`src/rtl/mbx_pkg.sv`:
```
package mbx_pkg;
  localparam int CODE_W    = 8;
  localparam int VALID_BIT = 8;
  localparam int ERR_BIT   = 9;

  localparam logic [CODE_W-1:0] CODE_RAM_RD = 8'h02;
  localparam logic [CODE_W-1:0] CODE_BAD    = 8'hFF;

  typedef enum logic [1:0] {
    REG_REQ_CTRL = 2'd0,
    REG_REQ_DATA = 2'd1,
    REG_RSP_CTRL = 2'd2,
    REG_RSP_DATA = 2'd3
  } mbx_reg_e;

  typedef enum logic [2:0] {
    SV_IDLE   = 3'd0,
    SV_DECODE = 3'd1,
    SV_WAIT   = 3'd2,
    SV_POST   = 3'd3,
    SV_HOLD   = 3'd4,
    SV_CLOSE  = 3'd5
  } sv_state_e;

  function automatic logic is_ram_read(input logic [CODE_W-1:0] c);
    return c == CODE_RAM_RD;
  endfunction

  function automatic logic [CODE_W-1:0] reply_code(input logic [CODE_W-1:0] c);
    return is_ram_read(c) ? CODE_RAM_RD : CODE_BAD;
  endfunction
endpackage

```
`src/rtl/mbx_host_side.sv`:
```
module mbx_host_side
  import mbx_pkg::*;
#(
  parameter int DATA_W = 16
) (
  input  logic                clk,
  input  logic                rst_n,
  input  logic                h_wr,
  input  logic [1:0]          h_addr,
  input  logic [DATA_W-1:0]   h_wdata,
  input  logic                req_close,
  input  logic                rsp_valid,
  output logic                req_valid,
  output logic [CODE_W-1:0]   req_code,
  output logic [DATA_W-1:0]   req_data,
  output logic                req_err,
  output logic                req_accept,
  output logic                req_reject,
  output logic                rsp_ack
);
  logic wr_ctrl, wr_data, wr_rsp;

  assign wr_ctrl = h_wr && (h_addr == REG_REQ_CTRL);
  assign wr_data = h_wr && (h_addr == REG_REQ_DATA);
  assign wr_rsp  = h_wr && (h_addr == REG_RSP_CTRL);

  assign req_accept = wr_ctrl && !req_valid;
  assign req_reject = wr_ctrl &&  req_valid;
  assign rsp_ack    = wr_rsp && !h_wdata[VALID_BIT] && rsp_valid;

  always_ff @(posedge clk) begin
    if (!rst_n) begin
      req_valid <= 1'b0;
      req_code  <= '0;
      req_data  <= '0;
      req_err   <= 1'b0;
    end else begin
      if (req_accept) begin
        req_code  <= h_wdata[CODE_W-1:0];
        req_valid <= 1'b1;
      end else if (req_close) begin
        req_valid <= 1'b0;
      end
      if (req_reject) req_err <= 1'b1;
      if (wr_data && !req_valid) req_data <= h_wdata;
    end
  end
endmodule

```
`src/rtl/mbx_rsp_regs.sv`:
```
module mbx_rsp_regs
  import mbx_pkg::*;
#(
  parameter int DATA_W = 16
) (
  input  logic                clk,
  input  logic                rst_n,
  input  logic                data_wr,
  input  logic [DATA_W-1:0]   data_in,
  input  logic                post,
  input  logic [CODE_W-1:0]   post_code,
  input  logic                ack,
  output logic                rsp_valid,
  output logic [CODE_W-1:0]   rsp_code,
  output logic [DATA_W-1:0]   rsp_data
);
  always_ff @(posedge clk) begin
    if (!rst_n) begin
      rsp_valid <= 1'b0;
      rsp_code  <= '0;
      rsp_data  <= '0;
    end else begin
      if (data_wr) rsp_data <= data_in;
      if (post) begin
        rsp_code  <= post_code;
        rsp_valid <= 1'b1;
      end else if (ack) begin
        rsp_valid <= 1'b0;
      end
    end
  end
endmodule

```
`src/rtl/mbx_service_engine.sv`:
```
module mbx_service_engine
  import mbx_pkg::*;
#(
  parameter int DATA_W = 16
) (
  input  logic                clk,
  input  logic                rst_n,
  input  logic                req_valid,
  input  logic [CODE_W-1:0]   req_code,
  input  logic [DATA_W-1:0]   req_data,
  input  logic                rsp_valid,
  input  logic                mem_rvalid,
  input  logic [DATA_W-1:0]   mem_rdata,
  output logic                mem_req,
  output logic [DATA_W-1:0]   mem_addr,
  output logic                data_wr,
  output logic [DATA_W-1:0]   data_out,
  output logic                post,
  output logic [CODE_W-1:0]   post_code,
  output logic                req_close
);
  sv_state_e state_q, state_d;

  always_comb begin
    state_d   = state_q;
    mem_req   = 1'b0;
    data_wr   = 1'b0;
    data_out  = '0;
    post      = 1'b0;
    req_close = 1'b0;
    unique case (state_q)
      SV_IDLE:   if (req_valid) state_d = SV_DECODE;
      SV_DECODE: begin
        if (is_ram_read(req_code)) begin
          mem_req = 1'b1;
          state_d = SV_WAIT;
        end else begin
          data_wr = 1'b1;
          state_d = SV_POST;
        end
      end
      SV_WAIT: begin
        if (mem_rvalid) begin
          data_wr  = 1'b1;
          data_out = mem_rdata;
          state_d  = SV_POST;
        end
      end
      SV_POST: begin
        post    = 1'b1;
        state_d = SV_HOLD;
      end
      SV_HOLD:  if (!rsp_valid) state_d = SV_CLOSE;
      SV_CLOSE: begin
        req_close = 1'b1;
        state_d   = SV_IDLE;
      end
      default:  state_d = SV_IDLE;
    endcase
  end

  assign mem_addr  = req_data;
  assign post_code = reply_code(req_code);

  always_ff @(posedge clk) begin
    if (!rst_n) state_q <= SV_IDLE;
    else        state_q <= state_d;
  end
endmodule

```
`src/rtl/mbx_link.sv`:
```
module mbx_link
  import mbx_pkg::*;
#(
  parameter int DATA_W = 16
) (
  input  logic              clk,
  input  logic              rst_n,
  input  logic              h_wr,
  input  logic [1:0]        h_addr,
  input  logic [DATA_W-1:0] h_wdata,
  output logic [DATA_W-1:0] h_rdata,
  input  logic [1:0]        s_addr,
  output logic [DATA_W-1:0] s_rdata,
  output logic              svc_irq,
  output logic              host_irq,
  output logic              mem_req,
  output logic [DATA_W-1:0] mem_addr,
  input  logic              mem_rvalid,
  input  logic [DATA_W-1:0] mem_rdata
);
  localparam int N_PORTS = 2;

  logic              req_valid, req_err, req_accept, req_reject, rsp_ack, req_close;
  logic [CODE_W-1:0] req_code, rsp_code, post_code;
  logic [DATA_W-1:0] req_data, rsp_data, eng_data;
  logic              rsp_valid, eng_data_wr, rsp_post;

  mbx_host_side #(.DATA_W(DATA_W)) host_i (
    .clk(clk), .rst_n(rst_n), .h_wr(h_wr), .h_addr(h_addr), .h_wdata(h_wdata),
    .req_close(req_close), .rsp_valid(rsp_valid), .req_valid(req_valid),
    .req_code(req_code), .req_data(req_data), .req_err(req_err),
    .req_accept(req_accept), .req_reject(req_reject), .rsp_ack(rsp_ack)
  );

  mbx_service_engine #(.DATA_W(DATA_W)) eng_i (
    .clk(clk), .rst_n(rst_n), .req_valid(req_valid), .req_code(req_code),
    .req_data(req_data), .rsp_valid(rsp_valid), .mem_rvalid(mem_rvalid),
    .mem_rdata(mem_rdata), .mem_req(mem_req), .mem_addr(mem_addr),
    .data_wr(eng_data_wr), .data_out(eng_data), .post(rsp_post),
    .post_code(post_code), .req_close(req_close)
  );

  mbx_rsp_regs #(.DATA_W(DATA_W)) rsp_i (
    .clk(clk), .rst_n(rst_n), .data_wr(eng_data_wr), .data_in(eng_data),
    .post(rsp_post), .post_code(post_code), .ack(rsp_ack),
    .rsp_valid(rsp_valid), .rsp_code(rsp_code), .rsp_data(rsp_data)
  );

  assign svc_irq  = req_valid;
  assign host_irq = rsp_valid;

  logic [1:0]        port_addr [N_PORTS];
  logic [DATA_W-1:0] port_word [N_PORTS];

  assign port_addr[0] = h_addr;
  assign port_addr[1] = s_addr;

  for (genvar p = 0; p < N_PORTS; p++) begin : g_rd
    always_comb begin
      port_word[p] = '0;
      unique case (mbx_reg_e'(port_addr[p]))
        REG_REQ_CTRL: begin
          port_word[p][CODE_W-1:0] = req_code;
          port_word[p][VALID_BIT]  = req_valid;
          port_word[p][ERR_BIT]    = req_err;
        end
        REG_REQ_DATA: port_word[p] = req_data;
        REG_RSP_CTRL: begin
          port_word[p][CODE_W-1:0] = rsp_code;
          port_word[p][VALID_BIT]  = rsp_valid;
        end
        REG_RSP_DATA: port_word[p] = rsp_data;
        default:      port_word[p] = '0;
      endcase
    end
  end

  assign h_rdata = port_word[0];
  assign s_rdata = port_word[1];
endmodule

```
`config.mk`:
```
export PLATFORM = sky130hd
export DESIGN_NAME = mbx_link
export DESIGN_NICKNAME = d
export VERILOG_FILES = /design/src/rtl/mbx_pkg.sv /design/src/rtl/mbx_host_side.sv /design/src/rtl/mbx_rsp_regs.sv /design/src/rtl/mbx_service_engine.sv /design/src/rtl/mbx_link.sv
export SDC_FILE = /design/constraint.sdc
export NUM_CORES = 1
export LEC_CHECK = 0
export ABC_AREA = 1
export BUFFER_PORTS_ARGS = -buffer_cell sky130_fd_sc_hd__buf_2
export CAP_MARGIN = 20
export CORE_ASPECT_RATIO = 1.2
export CORE_MARGIN = 8
export CORE_UTILIZATION = 57
export CTS_CLUSTER_DIAMETER = 50
export DETAILED_ROUTE_END_ITERATION = 12
export PLACE_DENSITY = 0.87
export SYNTH_ARGS = -nofsm -noshare
export SYNTH_HDL_FRONTEND = slang
export SYNTH_HIERARCHICAL = 1
export SYNTH_SLANG_ARGS = --single-unit
```
`constraint.sdc`:
```
create_clock -name clk -period 4.96 [get_ports clk]
set_input_delay 0.992 -clock clk [delete_from_list [all_inputs] [get_ports clk]]
set_output_delay 0.992 -clock clk [all_outputs]
set_load 0.1 [all_outputs]
```
==> flow_summary.json, run 1 <==
{
  "num_vias": 3480,
  "syn2layout_area_growth_pct": 8.377,
  "cp-end-kind": "output pin",
  "antenna_cells": 0,
  "period_share_pct": 71.02,
  "grt_max_degree": 37,
  "fin_nets": 595,
  "coreArea_um2": 5705,
  "grt_pass1_vias": 3278,
  "cts_resized": 0,
  "finalSetupViolations": 0,
  "cpMostUsedCell": "buf_2",
  "crit_type": "input port to output pin",
  "synthesis.nets": 546,
  "placed_area_um2": 3576,
  "grt_pass1_wl_mm": 15.68,
  "die_area_um2": 8651,
  "tightestPinTransition_ns": 0.6110,
  "cp_max_fo": 25,
  "drive_above_1_share_pct": 24.37,
  "final_common_cell": "buf_2",
  "initialDrtViolationCount": 303,
  "fill_cells": 570,
  "cts.clk_slew.worst_paths_ns": 0.09,
  "vias_per_cell": 5.489,
  "p_leak_nw": 1.686,
  "crit_start": "h_addr[1]",
  "final_cell_mix": "buf_2, nand3_1, nor2_1, nand2_1",
  "power_density_nw_per_um2": 374.8,
  "power_mw": 1.371,
  "r2r_start": "host_i/req_code[1]",
  "syn_inst": 506,
  "startpoint_type": "input port",
  "required_ns": 3.97,
  "grt_use_total_pct": 22.23,
  "overflow": 0,
  "dp_hpwl_mm": 7.190,
  "status": "completed",
  "routedWlPerCell_um": 15.04,
  "r2r_slack_ns": 3.16,
  "multiInputGateArea_um2": 1682,
  "cp_cell_sequence": "buf_2 -> inv_1 -> nand2_1 -> o22ai_1 -> buf_2",
  "syn_area_um2": 3376,
  "max-cap-violations": 0,
  "r2r_end": "rsp_i/rsp_data[8]",
  "initial_core_util_pct": 59.17,
  "drt-total-wl_mm": 9.535,
  "drc_errors": 0,
  "finish.instance_area_um2": 3659,
  "hold_buffers": 0,
  "synth_area_per_cell_um2": 6.671,
  "cts.sinks": 54,
  "port-buffer-count": 90,
  "post_cts_buffers": 0,
  "min_period_ns": 3.523,
  "skew_ns": 0.008463,
  "rsz0062_at_grt": "false",
  "seq_area_um2": 1081,
  "rows": 30,
  "io_pins": 91,
  "firstDrtPassIters": 5,
  "slowest_stage": "buf_2",
  "antenna_found_initial": 0,
  "hold_slack_ns": 0.4748,
  "dieWidth_um": 86.25,
  "hold_viol_final": 0,
  "drv_slew": 0,
  "cts.path.max_buffers": 2,
  "clk_latency_ns": 0.30,
  "cts_tree": "done",
  "crit_arrival_ns": 2.53,
  "crit_end": "h_rdata[10]",
  "peakVddDrop_uv": 248.5,
  "critical-path-max-stage-delay_ns": 0.46,
  "r2r_cells": 9,
  "fmax_mhz": 283.9,
  "gp_congestion": 0.8926,
  "cts_htree_levels": 2,
  "relSlewSlack_pct": 59.04,
  "cts_made_buffers": 5,
  "utilization_pct": 64.12,
  "root_buffer": "clkbuf_8",
  "ant_nets": 0,
  "finalSetupTns_ns": 0,
  "die_y_um": 100.3,
  "synth_warnings": 6,
  "holdCritPathClass": "flop to flop"
}
metrics by stage:
stage	std cells	setup slack [ns]
5_1_grt	634	1.340
3_3_place_gp	628	1.544
6_report	634	1.437
2_1_floorplan	506	1.249
3_5_place_dp	628	1.509
4_1_cts	634	1.502
layer usage:
| metal | GRT usage, % | wire length (um) | up-vias |
|---|---|---|---|
| li1 | - | - | 1725 |
| met1 | 27.40 | 4123 | 1600 |
| met2 | 36.68 | 4577 | 135 |
| met3 | 4.742 | 598 | 20 |
| met4 | 8.632 | 235 | 0 |
| met5 | 0 | 0 | - |
flip-flops by register name, summed over array words and instances (netlist names):
name / count
eng_i/state_q: 3
host_i/req_code: 8
host_i/req_data: 16
host_i/req_err: 1
host_i/req_valid: 1
rsp_i/rsp_code: 8
rsp_i/rsp_data: 16
rsp_i/rsp_valid: 1
where the power goes:
part | total [mW] | switching [mW] | internal (mW)
logic | 0.577 | 0.452 | 0.125
registers | 0.556 | 0.0603 | 0.496
clock network | 0.238 | 0.130 | 0.108
worst min-delay path by stage:
stage	slack (ns)	endpoint	startpoint	cells after the start
finish	0.47	host_i/req_err	host_i/req_err	2
global route	0.49	host_i/req_err	host_i/req_err	2
CTS	0.48	host_i/req_err	host_i/req_err	2
detailed placement	0.46	host_i/req_err	host_i/req_err	2
global placement	0.46	host_i/req_err	host_i/req_err	2
floorplan	0.44	host_i/req_err	host_i/req_err	2
worst max-delay path, delay by kind of cell:
family                 cells  cell delay, ns
and+or+nand+nor            1            0.24
AOI/OAI and AO/OA          1            0.19
buffers and inverters      3            1.10
cell type report:
class,instances,area share (%)
multi-input combinational,340,45.96
sequential,54,29.55
timing repair buffer,91,12.52
inverter,63,6.977
tap,80,2.736
clock buffer,6,2.257
(Power assumes the default switching activity.)
==> run 2: changes to the inputs <==
--- a/config.mk
+++ b/config.mk
@@ -10,10 +10,10 @@
 export CAP_MARGIN = 20
 export CORE_ASPECT_RATIO = 1.2
 export CORE_MARGIN = 8
-export CORE_UTILIZATION = 57
+export CORE_UTILIZATION = 53
 export CTS_CLUSTER_DIAMETER = 50
 export DETAILED_ROUTE_END_ITERATION = 12
-export PLACE_DENSITY = 0.87
+export PLACE_DENSITY = 0.81
 export SYNTH_ARGS = -nofsm -noshare
 export SYNTH_HDL_FRONTEND = slang
 export SYNTH_HIERARCHICAL = 1
==> constraint.sdc (replaced) <==
create_clock -name clk -period 3.5 [get_ports clk]
set_input_delay 0.7 -clock clk [delete_from_list [all_inputs] [get_ports clk]]
set_output_delay 0.7 -clock clk [all_outputs]
set_load 0.1 [all_outputs]
==> run 2 against run 1 <==
Critical path depth unchanged. Critical endpoint is now h_rdata[14]. Highest routed layer unchanged. Clock-buffer cell count unchanged. Combinational power increased by 42%.
==> flow_summary.json, run 2 (same netlist as run 1, synthesis figures left out) <==
{
  "status": "completed",
  "tightestPinTransition_ns": 0.5718,
  "power.switching_mw": 0.9324,
  "grt_use_total_pct": 22.10,
  "dieWidth_um": 88.86,
  "holdCritPathClass": "flop to flop",
  "cts.sinks": 54,
  "cp_cell_sequence": "buf_2 -> inv_1 -> nand2_1 -> o22ai_1 -> buf_2",
  "cts_made_buffers": 5,
  "cts_tree": "done",
  "power_mw": 1.953,
  "r2r_slack_ns": 1.73,
  "num_vias": 3560,
  "seqPwrFrac_pct": 40.3,
  "initial_core_util_pct": 53.70,
  "grt_pass1_vias": 3314,
  "required_ns": 2.80,
  "crit_type": "input port to output pin",
  "clk_latency_ns": 0.30,
  "power_density_nw_per_um2": 532.5,
  "finalSetupViolations": 0,
  "r2r_start": "host_i/req_code[2]",
  "coreArea_um2": 6286,
  "skew_ns": 0.002805,
  "drt-total-wl_mm": 9.902,
  "hold_buffers": 0,
  "crit_arrival_ns": 2.25,
  "die_y_um": 103.4,
  "gp_congestion": 0.9063,
  "max-cap-violations": 0,
  "startpoint_type": "input port",
  "min_period_ns": 2.949,
  "multiInputGateArea_um2": 1682,
  "crit_end": "h_rdata[14]",
  "vias_per_cell": 5.554,
  "fill_cells": 637,
  "drc_errors": 0,
  "drive_above_1_share_pct": 24.46,
  "drv_slew": 0,
  "port-buffer-count": 90,
  "hold_viol_final": 0,
  "routedWlPerCell_um": 15.45,
  "r2r_end": "rsp_i/rsp_data[13]",
  "seq_area_um2": 1081,
  "cts_htree_levels": 2,
  "place_ws_ns": 0.5950,
  "cts_resized": 0,
  "final_cell_mix": "buf_2, nand3_1, nor2_1, nand2_1",
  "p_leak_nw": 1.688,
  "crit_start": "h_addr[1]",
  "die_area_um2": 9190,
  "p_int_mw": 1.021,
  "grt_pass1_wl_mm": 15.95,
  "rows": 32,
  "antenna_found_initial": 0,
  "critical-path-max-stage-delay_ns": 0.46,
  "p_clk_share_pct": 17.6,
  "slowest_stage": "buf_2",
  "cts.clk_slew.worst_paths_ns": 0.10,
  "r2r_cells": 10,
  "cpMostUsedCell": "buf_2",
  "ant_nets": 0,
  "timing.critical_path.buf_inv": 3,
  "finalSetupTns_ns": 0,
  "dp_hpwl_mm": 7.433,
  "fin_nets": 595,
  "switching_share_pct": 47.73,
  "peakVddDrop_uv": 361.1,
  "io_pins": 91,
  "cp-end-kind": "output pin",
  "cp.depth": 5,
  "initialDrtViolationCount": 272,
  "fmax_mhz": 339.1,
  "cts.path.max_buffers": 2,
  "cp_max_fo": 25,
  "grt_max_degree": 37,
  "combinationalPowerShare_pct": 42.1,
  "period_share_pct": 84.25,
  "critPathTopFamily": "buffers and inverters",
  "antenna_cells": 0,
  "relSlewSlack_pct": 61.67,
  "rsz0062_at_grt": "false",
  "final_common_cell": "buf_2",
  "root_buffer": "clkbuf_8",
  "worst_slack_ns": 0.5513,
  "post_cts_buffers": 0,
  "syn2layout_area_growth_pct": 8.673,
  "overflow": 0,
  "largest_registers": "host_i/req_data x16, rsp_i/rsp_data x16",
  "firstDrtPassIters": 5
}
-- run 2: changes by cell type in the layout (fill, tap and decap cells not counted), sizes merged --
cell    before  now
clkinv       3    5
-- run 2: area by class of cell --
cell class	count	area share (%)
clock buffer	6	1.978
clock inverter	2	0.3752
inverter	63	6.958
multi-input combinational	340	45.84
sequential	54	29.47
tap	85	2.899
timing repair buffer	91	12.48
-- run 2: power groups by stage --
stage / logic (mW) / clock network, mW / registers, mW
after floorplan: 0.720 / 0 / 0.770
after global placement: 0.803 / 0 / 0.795
after detailed placement: 0.816 / 0 / 0.798
after CTS: 0.819 / 0.354 / 0.784
after global routing: 0.880 / 0.381 / 0.797
final: 0.822 / 0.344 / 0.787
-- run 2: through the flow --
step | std cells | hold WS, ns | utilization (%) | instance area, um^2
after floorplan | 506 | 0.4432 | - | 3376
after global placement | 633 | 0.4646 | 56.99 | 3582
after detailed placement | 633 | 0.4706 | 56.99 | 3582
after CTS | 641 | 0.4847 | 58.36 | 3669
after global routing | 641 | 0.5027 | 58.36 | 3669
final | 641 | 0.4816 | 58.36 | 3669
-- run 2: how the worst min path moves through the flow --
stage / slack (ns) / end / startpoint / cells after the start
finish: 0.48 / host_i/req_data[10] / host_i/req_data[10] / 2
detailed placement: 0.47 / host_i/req_err / host_i/req_err / 2
global placement: 0.46 / host_i/req_err / host_i/req_err / 2
global route: 0.50 / host_i/req_data[13] / host_i/req_data[13] / 2
CTS: 0.48 / host_i/req_err / host_i/req_err / 2
floorplan: 0.44 / host_i/req_err / host_i/req_err / 2
-- run 2: per-layer routing --
layer  vias to the layer above  part of all wire (%)  wire length, um  track usage, %
li1                       1734                     -                -               -
met2                       175                    47             4666           35.43
met1                      1623                    41             4079           27.58
met4                         0                   3.7              363           9.778
met3                        28                   8.0              793           4.822
met5                         -                     0                0               0
-- run 2: worst reg2reg max path: stages (launching register included) --
cell and delay (ns):
dfxtp_1 0.41, inv_1 0.06, nand2_1 0.06, nor2_1 0.04
nand2_1 0.31, nand2_1 0.08, o21ai_0 0.08, buf_4 0.23
inv_2 0.15, nor2_1 0.18, nor2_1 0.07
